**config.mk**
```make
export PLATFORM = sky130hd
export DESIGN_NAME = stop_wake_seq
export DESIGN_NICKNAME = d
export VERILOG_FILES = /design/src/rtl/stop_wake_pkg.sv /design/src/rtl/wake_sync.sv /design/src/rtl/stop_dly_cnt.sv /design/src/rtl/stop_wake_seq.sv
export SDC_FILE = /design/constraint.sdc
export NUM_CORES = 1
export LEC_CHECK = 0
export CORE_UTILIZATION = 38
export CTS_CLUSTER_SIZE = 28
export DETAILED_ROUTE_END_ITERATION = 8
export HOLD_SLACK_MARGIN = 0.05
export SLEW_MARGIN = 20
export SYNTH_ARGS = -nofsm -noshare
export SYNTH_HDL_FRONTEND = slang
export SYNTH_SLANG_ARGS = --single-unit
```
**constraint.sdc**
```tcl
create_clock -name clk_i -period 2.85 [get_ports clk_i]
set_clock_uncertainty 0.15 [all_clocks]
set_input_delay 0.57 -clock clk_i [delete_from_list [all_inputs] [get_ports clk_i]]
set_output_delay 0.57 -clock clk_i [all_outputs]
set_load 0.01 [all_outputs]
```
**src/rtl/stop_wake_pkg.sv**
```systemverilog
package stop_wake_pkg;
  typedef enum logic [2:0] {
    PH_RUN,
    PH_EXEC,
    PH_WAIT,
    PH_CNT,
    PH_TAIL
  } phase_e;

  typedef enum logic [1:0] {
    SRC_NONE,
    SRC_RST,
    SRC_IRQ,
    SRC_DBG
  } src_e;

  localparam int unsigned WAKE_N   = 3;
  localparam int unsigned W_RST    = 0;
  localparam int unsigned W_IRQ    = 1;
  localparam int unsigned W_DBG    = 2;
endpackage

```
**src/rtl/wake_sync.sv**
```systemverilog
module wake_sync #(
  parameter int unsigned N = 3
) (
  input  logic         clk_i,
  input  logic         rst_ni,
  input  logic [N-1:0] pins_ni,
  output logic [N-1:0] sync_no
);
  for (genvar g = 0; g < N; g++) begin : g_ch
    logic s1_q, s2_q;
    always_ff @(posedge clk_i or negedge rst_ni) begin
      if (!rst_ni) begin
        s1_q <= 1'b1;
        s2_q <= 1'b1;
      end else begin
        s1_q <= pins_ni[g];
        s2_q <= s1_q;
      end
    end
    assign sync_no[g] = s2_q;
  end
endmodule

```
**src/rtl/stop_dly_cnt.sv**
```systemverilog
module stop_dly_cnt #(
  parameter int unsigned LONG_DLY  = 131072,
  parameter int unsigned SHORT_DLY = 16
) (
  input  logic clk_i,
  input  logic rst_ni,
  input  logic start_i,
  input  logic short_i,
  output logic done_o
);
  localparam int unsigned CW = $clog2(LONG_DLY);
  localparam logic [CW-1:0] LONG_LD  = CW'(LONG_DLY - 1);
  localparam logic [CW-1:0] SHORT_LD = CW'(SHORT_DLY - 1);

  logic [CW-1:0] cnt_q;
  logic          active_q;

  assign done_o = active_q && (cnt_q == '0);

  always_ff @(posedge clk_i or negedge rst_ni) begin
    if (!rst_ni) begin
      cnt_q    <= '0;
      active_q <= 1'b0;
    end else if (start_i) begin
      cnt_q    <= short_i ? SHORT_LD : LONG_LD;
      active_q <= 1'b1;
    end else if (active_q) begin
      if (cnt_q == '0) active_q <= 1'b0;
      else             cnt_q    <= cnt_q - 1'b1;
    end
  end

  a_r3_count_step: assert property (@(posedge clk_i) disable iff (!rst_ni)
    (active_q && cnt_q != '0 && !start_i) |=> (active_q && cnt_q == $past(cnt_q) - 1'b1));

  a_r3_done_single: assert property (@(posedge clk_i) disable iff (!rst_ni)
    (done_o && !start_i) |=> !done_o);
endmodule

```
**src/rtl/stop_wake_seq.sv**
```systemverilog
module stop_wake_seq
  import stop_wake_pkg::*;
#(
  parameter int unsigned LONG_DLY  = 131072,
  parameter int unsigned SHORT_DLY = 16,
  parameter int unsigned CYC_T     = 4
) (
  input  logic       clk_i,
  input  logic       rst_ni,
  input  logic       stop_req_i,
  input  logic       irq_ni,
  input  logic       rst_wake_ni,
  input  logic       dbg_ni,
  input  logic       short_dly_i,
  output logic       clk_en_o,
  output logic [3:0] stop_cyc_o,
  output logic       decode_block_o,
  output logic       irq_pend_o,
  output logic       resume_o,
  output logic       rst_seq_o
);
  localparam int unsigned TAIL_LEN = 4 * CYC_T + 1;
  localparam int unsigned TW       = $clog2(TAIL_LEN + 1);

  phase_e        phase_q;
  src_e          src_q;
  logic [TW-1:0] tcnt_q;
  logic          pend_q, svc_q, resume_q, rst_q;
  logic [WAKE_N-1:0] pins_n, sync_n;
  logic          any_wake, dly_start, dly_done;

  assign pins_n[W_RST] = rst_wake_ni;
  assign pins_n[W_IRQ] = irq_ni;
  assign pins_n[W_DBG] = dbg_ni;

  wake_sync #(.N(WAKE_N)) u_sync (
    .clk_i   (clk_i),
    .rst_ni  (rst_ni),
    .pins_ni (pins_n),
    .sync_no (sync_n)
  );

  assign any_wake  = ~&sync_n;
  assign dly_start = (phase_q == PH_WAIT) && any_wake;

  stop_dly_cnt #(.LONG_DLY(LONG_DLY), .SHORT_DLY(SHORT_DLY)) u_dly (
    .clk_i   (clk_i),
    .rst_ni  (rst_ni),
    .start_i (dly_start),
    .short_i (short_dly_i),
    .done_o  (dly_done)
  );

  always_ff @(posedge clk_i or negedge rst_ni) begin
    if (!rst_ni) begin
      phase_q  <= PH_RUN;
      src_q    <= SRC_NONE;
      tcnt_q   <= '0;
      pend_q   <= 1'b0;
      svc_q    <= 1'b0;
      resume_q <= 1'b0;
      rst_q    <= 1'b0;
    end else begin
      pend_q   <= 1'b0;
      resume_q <= 1'b0;
      rst_q    <= 1'b0;
      unique case (phase_q)
        PH_RUN:  if (stop_req_i) phase_q <= PH_EXEC;
        PH_EXEC: phase_q <= PH_WAIT;
        PH_WAIT: if (any_wake) begin
          phase_q <= PH_CNT;
          if      (!sync_n[W_RST]) src_q <= SRC_RST;
          else if (!sync_n[W_IRQ]) src_q <= SRC_IRQ;
          else                     src_q <= SRC_DBG;
        end
        PH_CNT: if (dly_done) begin
          if (src_q == SRC_RST) begin
            phase_q <= PH_RUN;
            rst_q   <= 1'b1;
          end else begin
            phase_q <= PH_TAIL;
            tcnt_q  <= '0;
            pend_q  <= !sync_n[W_IRQ];
            svc_q   <= !sync_n[W_IRQ];
          end
        end
        PH_TAIL: begin
          if (tcnt_q == TW'(TAIL_LEN - 1)) begin
            phase_q  <= PH_RUN;
            resume_q <= !svc_q;
          end else begin
            tcnt_q <= tcnt_q + 1'b1;
          end
        end
        default: phase_q <= PH_RUN;
      endcase
    end
  end

  always_comb begin
    unique case (phase_q)
      PH_EXEC: stop_cyc_o = 4'd3;
      PH_WAIT, PH_CNT: stop_cyc_o = 4'd4;
      PH_TAIL: stop_cyc_o = (tcnt_q == '0) ? 4'd4
                          : 4'(5 + (int'(tcnt_q) - 1) / int'(CYC_T));
      default: stop_cyc_o = 4'd0;
    endcase
  end

  assign clk_en_o       = !(phase_q == PH_WAIT || phase_q == PH_CNT);
  assign decode_block_o = (phase_q == PH_EXEC);
  assign irq_pend_o     = pend_q;
  assign resume_o       = resume_q;
  assign rst_seq_o      = rst_q;

  a_r2_exec_to_wait: assert property (@(posedge clk_i) disable iff (!rst_ni)
    (stop_cyc_o == 4'd3) |=> (stop_cyc_o == 4'd4 && !clk_en_o));

  a_r4_gated_in_c4: assert property (@(posedge clk_i) disable iff (!rst_ni)
    !clk_en_o |-> (stop_cyc_o == 4'd4));

  a_r1_start_needs_wake: assert property (@(posedge clk_i) disable iff (!rst_ni)
    (phase_q == PH_WAIT && &sync_n) |=> (phase_q == PH_WAIT));

  a_r5_pend_in_arb: assert property (@(posedge clk_i) disable iff (!rst_ni)
    irq_pend_o |-> (clk_en_o && stop_cyc_o == 4'd4));

  a_r8_excl_exit: assert property (@(posedge clk_i) disable iff (!rst_ni)
    !(resume_o && rst_seq_o));

  a_r7_resume_running: assert property (@(posedge clk_i) disable iff (!rst_ni)
    resume_o |-> (stop_cyc_o == 4'd0));

  a_r9_cyc_range: assert property (@(posedge clk_i) disable iff (!rst_ni)
    (stop_cyc_o == 4'd0) || (stop_cyc_o >= 4'd3 && stop_cyc_o <= 4'd8));
endmodule

```
# After elaboration in Yosys (flattened, before gate mapping)
# Index checks and enable logic that the tools add are counted.
dict set report op_classes {
  n_addsub 5
  mul 0
  div_mod_pow 0
  n_lt_le_gt_ge 0
  n_eq_ne 13
  n_shift 0
  muxes 29
  bitwise 3
  reduce_logical 20
}
# operator count
set ops {}
lappend ops {{$mux W17} 4}
lappend ops {{$logic_not A17 Y1} 1}
lappend ops {{$sub A17 B1 Y17 const B} 1}
lappend ops {{$mux W3} 5}
lappend ops {{$mux W5} 3}
lappend ops {{$pmux W3 S5} 1}
lappend ops {{$ne A2 B2 Y1 const B} 7}
lappend ops {{$mux W1} 12}
lappend ops {{$pmux W4 S3} 1}
lappend ops {{$pmux W5 S2} 1}
lappend ops {{$reduce_and A4 Y1} 2}
lappend ops {{$eq A3 B2 Y1 const B} 2}
lappend ops {{$reduce_and A3 Y1} 2}
lappend ops {{$sub A5 B1 Y6 const B} 1}
lappend ops {{$add A5 B1 Y5 const B} 1}
lappend ops {{$eq A5 B5 Y1 const B} 1}
lappend ops {{$logic_not A5 Y1} 1}
lappend ops {{$add A4 B1 Y4} 1}
lappend ops {{$add A4 B4 Y4 const A} 1}
lappend ops {{$logic_not A1 Y1} 4}
lappend ops {{$mux W4} 1}
lappend ops {{$reduce_and A2 Y1} 2}
lappend ops {{$reduce_bool A2 Y1} 2}
lappend ops {{$reduce_or A2 Y1} 2}
lappend ops {{9 further kinds} 11}
dict set report word_totals {
  register_bits 38
  latch_bits 0
  mem_bits_rw 0
  romBits 0
  in_bits 7
  out_inout_bits 9
  wordCells 85
  memories 0
}

# Logic depth before layout (Yosys ltp)
dict set report depth {
  ltp_word 7
  ltp_mapped 10
}

# By module
# Synthesis repeated with hierarchy kept, for this count alone.
dict set report unflattened {
  hier_cells 207
  hier_area_um2 2077.0
}
# module instances cells_each area_each_um2 seq_area_each_um2
set modules_own_cells {}
lappend modules_own_cells {stop_dly_cnt 1 113 1057.3 450.4}
lappend modules_own_cells {stop_wake_seq 1 85 839.6 350.3}
lappend modules_own_cells {wake_sync 1 9 180.2 157.7}

# Least setup slack after synthesis
# OpenSTA, ideal clock, no wires.
dict set report synth_path {
  kind {register to output}
  startpoint {reg tcnt_q[0]}
  endpoint {out stop_cyc_o[2]}
  arrival_ns 1.961
  required_time_ns 2.130
  setup_slack_ns 0.169
  stages_incl_launch_ff 10
  cell_sequence {dfrtp_1 -> inv_1 -> ha_1 -> xnor2_1 -> ha_1 -> inv_1 -> ha_1 -> nor2b_1 -> a22o_1 -> o21ai_0}
}
dict set report synth_via {
  elab_chain_len 7
  elab_cells_between_ends 8
  classes_between {add/sub (3); mux (2); bitwise (1); reduce/logical (2)}
}
# item line_no
set synth_rtl {}
lappend synth_rtl {{start, declared} stop_wake_seq.sv:27} ;# logic [TW-1:0] tcnt_q;
lappend synth_rtl {{start signal, assigned} stop_wake_seq.sv:92} ;# tcnt_q <= tcnt_q + 1'b1;
lappend synth_rtl {{$sub A5 B1 Y6} stop_wake_seq.sv:105} ;# : 4'(5 + (int'(tcnt_q) - 1) / int'(CYC_T));
lappend synth_rtl {{$reduce_or A2 Y1 (no source line)} --}
lappend synth_rtl {{$and A1 B1 Y1 (no source line)} --}
lappend synth_rtl {{$add A4 B1 Y4 (no source line)} --}
lappend synth_rtl {{$add A4 B4 Y4} stop_wake_seq.sv:105}
lappend synth_rtl {{$mux W4 (*)} stop_wake_seq.sv:104} ;# PH_TAIL: stop_cyc_o = (tcnt_q == '0) ? 4'd4
lappend synth_rtl {{$pmux W4 S3 (*)} stop_wake_seq.sv:101} ;# unique case (phase_q)
lappend synth_rtl {{end, declared} stop_wake_seq.sv:16} ;# output logic [3:0] stop_cyc_o,
# Mark *: on every way between the ends. The rest lies on a longest branch, timed or not.

# Worst setup path in the final report
# Ends and elaborated chain as after synthesis.

==> results.sh <==
export IMPL_antenna_found_initial=0
export IMPL_layout_drive_gt1_share=0.205
export IMPL_end_kind="primary output"
export IMPL_worst_slew_pin_slew_ns=0.833
export IMPL_dp_hpwl_um=3600
export IMPL_cp_top_family="adder cells"
export IMPL_cp_startpoint="tcnt_q[0]"
export IMPL_r2r_setup_slack_ns=0.60
export IMPL_dieArea_mm2=0.00635
export IMPL_timing_critical_path_cells="inv_2 > ha_4 > xnor2_2 > ha_2 > inv_2 > ha_4 > nor2b_1 > a22o_1 > o21ai_1 > buf_2"
export IMPL_ios=16
export IMPL_crit_fanout=4
export IMPL_cts_sinks=38
export IMPL_power_leakage_uw=0.00114
export IMPL_setup_viol=0
export IMPL_synthToLayoutAreaGrowth_pct=22.0
export IMPL_vias=1943
export IMPL_antenna_cells=0
export IMPL_start_kind="register"
export IMPL_reg2reg_depth=4
export IMPL_async_flop_share=1.00
export IMPL_gp_congestion=0.806
export IMPL_slew_headroom=0.445
export IMPL_worstSetupPathType="register to primary output"
export IMPL_hp_class="register to register"
export IMPL_grt_setup_unrepaired="true"
export IMPL_syn_avg_cell_area_um2=9.37
export IMPL_ys_warn_count=0
export IMPL_powerDensity_mw_per_mm2=701
export IMPL_htree_levels=2
export IMPL_worstReg2RegEnd="svc_q"
export IMPL_track_usage=0.177
export IMPL_yosysTopAreaCell="dfrtp_1"
export IMPL_required_ns=2.13
export IMPL_start_util=0.404
export IMPL_synth_area_leaders="dfrtp_1 35%, dfstp_2 6.9%, ha_1 4.4%, nor3_1 3.1%, nor2_1 2.9%"
export IMPL_drtIter0Drc=101
export IMPL_yosysSeqAreaShare=0.418
export IMPL_grt_pass1_vias=1865
export IMPL_drc=0
export IMPL_cts_tree="done"
export IMPL_grt_pass1_wl_um=8700
export IMPL_dpl_cell_count=334
export IMPL_cp_buffers_inverters=3
export IMPL_fin_util=0.493
export IMPL_fin_cells=345
export IMPL_root_buffer="clkbuf_8"
export IMPL_finalHoldViolCount=0
export IMPL_r2r_start="u_dly.cnt_q[9]"
export IMPL_fp_dieW_um=79.7
export IMPL_cts_inserted_buffers=5
export IMPL_drt_pass1_iter_count=6
export IMPL_synth_top_area_share=0.349
export IMPL_ys_ff_latch=38
export IMPL_detail_route_wl_per_cell_um=15.0
export IMPL_min_to="u_sync.g_ch[1].s2_q"
export IMPL_synth_common_cells="32 x dfrtp_1, 18 x nor2_1, 14 x nor3_1"
export IMPL_synth_most_common_cell="dfrtp_1"
export IMPL_ant_nets=0
export IMPL_min_delay_path_depth=0
export IMPL_cp_arrival_ns=2.09
export IMPL_cpMaxStageDelayCell="dfrtp_1"
export IMPL_clk_pin_slew_ns=0.08
export IMPL_outcome="completed"
export IMPL_wl_um=5170
export IMPL_insertion_delay_ns=0.29
export IMPL_timing_final_crit_period_ns=2.81
export IMPL_via_per_inst=5.63
export IMPL_synth_fp_nets=260
export IMPL_holdWs_ns=0.207
export IMPL_maxSlewViolCount=0
export IMPL_max_freq_mhz=356
export IMPL_slowest_delay_ns=0.40
export IMPL_period_share=0.985
export IMPL_hold_start="u_sync.g_ch[1].s1_q"
export IMPL_rows=27
export IMPL_ir_drop_v=0.000507
export IMPL_core_area_mm2=0.00568
export IMPL_grt_max_degree=39
export IMPL_final_setup_tns_ns=0
export IMPL_synth_cell_type_count=58
export IMPL_port_buffers=15
export IMPL_synth_edf_count=0
export IMPL_syn_inst=245
export IMPL_die_h_um=79.7
export IMPL_synth_flop_cell="dfrtp_1"
export IMPL_nets=287
export IMPL_syn_cell_area_mm2=0.00229
export IMPL_grt_ovfl_total=0
export IMPL_clock_path_buffers=2
export IMPL_max_cap_viol_count=0
## cells in the final DEF (no fill, tap or decap), types with 6 or more instances in the layout
| master | count |
|---|---|
| nor2_1 | 18 |
| and2_1 | 9 |
| inv_1 | 8 |
| nor3_1 | 11 |
| a31oi_1 | 7 |
| clkdlybuf4s50_1 | 10 |
| a211oi_1 | 6 |
| a21oi_1 | 6 |
| dfrtp_1 | 32 |
| dfstp_2 | 6 |
| nand2_1 | 13 |
| nor3_2 | 6 |
| buf_4 | 19 |
| o31ai_1 | 9 |
## flip-flops by register name, summed over array words and instances (netlist names)
name	cells
u_dly.cnt_q	17
resume_o	1
u_sync.g_ch.s1_q	3
u_sync.g_ch.s2_q	3
src_q	2
u_dly.active_q	1
phase_q	3
irq_pend_o	1
rst_seq_o	1
svc_q	1
tcnt_q	5
## how the worst max path moves through the flow
stage               slack (ns)  depth (start not counted)       endpoint
floorplan                 0.17                          9  stop_cyc_o[2]
global placement         -0.11                         10  stop_cyc_o[2]
detailed placement       -0.18                         10  stop_cyc_o[2]
CTS                      -0.03                         10  stop_cyc_o[2]
global route             -0.05                         10  stop_cyc_o[2]
finish                    0.04                         10  stop_cyc_o[2]
## stage by stage
step / power (µW) / worst slack [ns] / cell area, µm²
after floorplan: 1270 / 0.169 / 2290
after global placement: 1400 / -0.108 / 2590
after detailed placement: 1410 / -0.179 / 2590
after CTS: 1970 / -0.0322 / 2730
after global routing: 2100 / -0.0504 / 2800
final: 1960 / 0.0417 / 2800
## report_power, final
part | switching, µW | internal [µW]
clock network | 199 | 351
registers | 184 | 681
logic | 294 | 254
total | 677 | 1290
## cells by family (layout without fill, tap and decap cells)
kind of cell / after synthesis / count (layout) / synth area share
mux: 6 / 6 / 0.0267
compound gates: 60 / 60 / 0.190
simple gates: 103 / 103 / 0.258
fa+ha+maj: 8 / 8 / 0.0436
xor+xnor: 4 / 4 / 0.0153
flops: 38 / 38 / 0.418
buf+inv: 26 / 54 / 0.0491
## what timing repair did
action / in CTS / in global routing
endpoints found under the hold margin: 0 / 0
setup buffers: 2 / 1
pin swaps: 2 / 7
setup endpoints to repair: 4 / 3
hold buffers: 0 / 0
resized for setup: 13 / 16
## final cells by class
cell class / instances / area, µm²
Tap cell: 72 / 90.1
Fill cell: 541 / 2880
Multi-Input combinational cell: 181 / 1290
Clock inverter: 3 / 68.8
Inverter: 11 / 41.3
Clock buffer: 5 / 68.8
Timing Repair Buffer: 35 / 287
Sequential cell: 38 / 958
## metal layers
layer	vias to the layer above	wire length, µm	GRT usage
met5	-	0	0
met4	0	63	0.0527
met2	25	2450	0.296
met3	6	128	0.0320
met1	939	2530	0.232
li1	973	-	-
No activity file was read; power rests on OpenSTA's default activity.
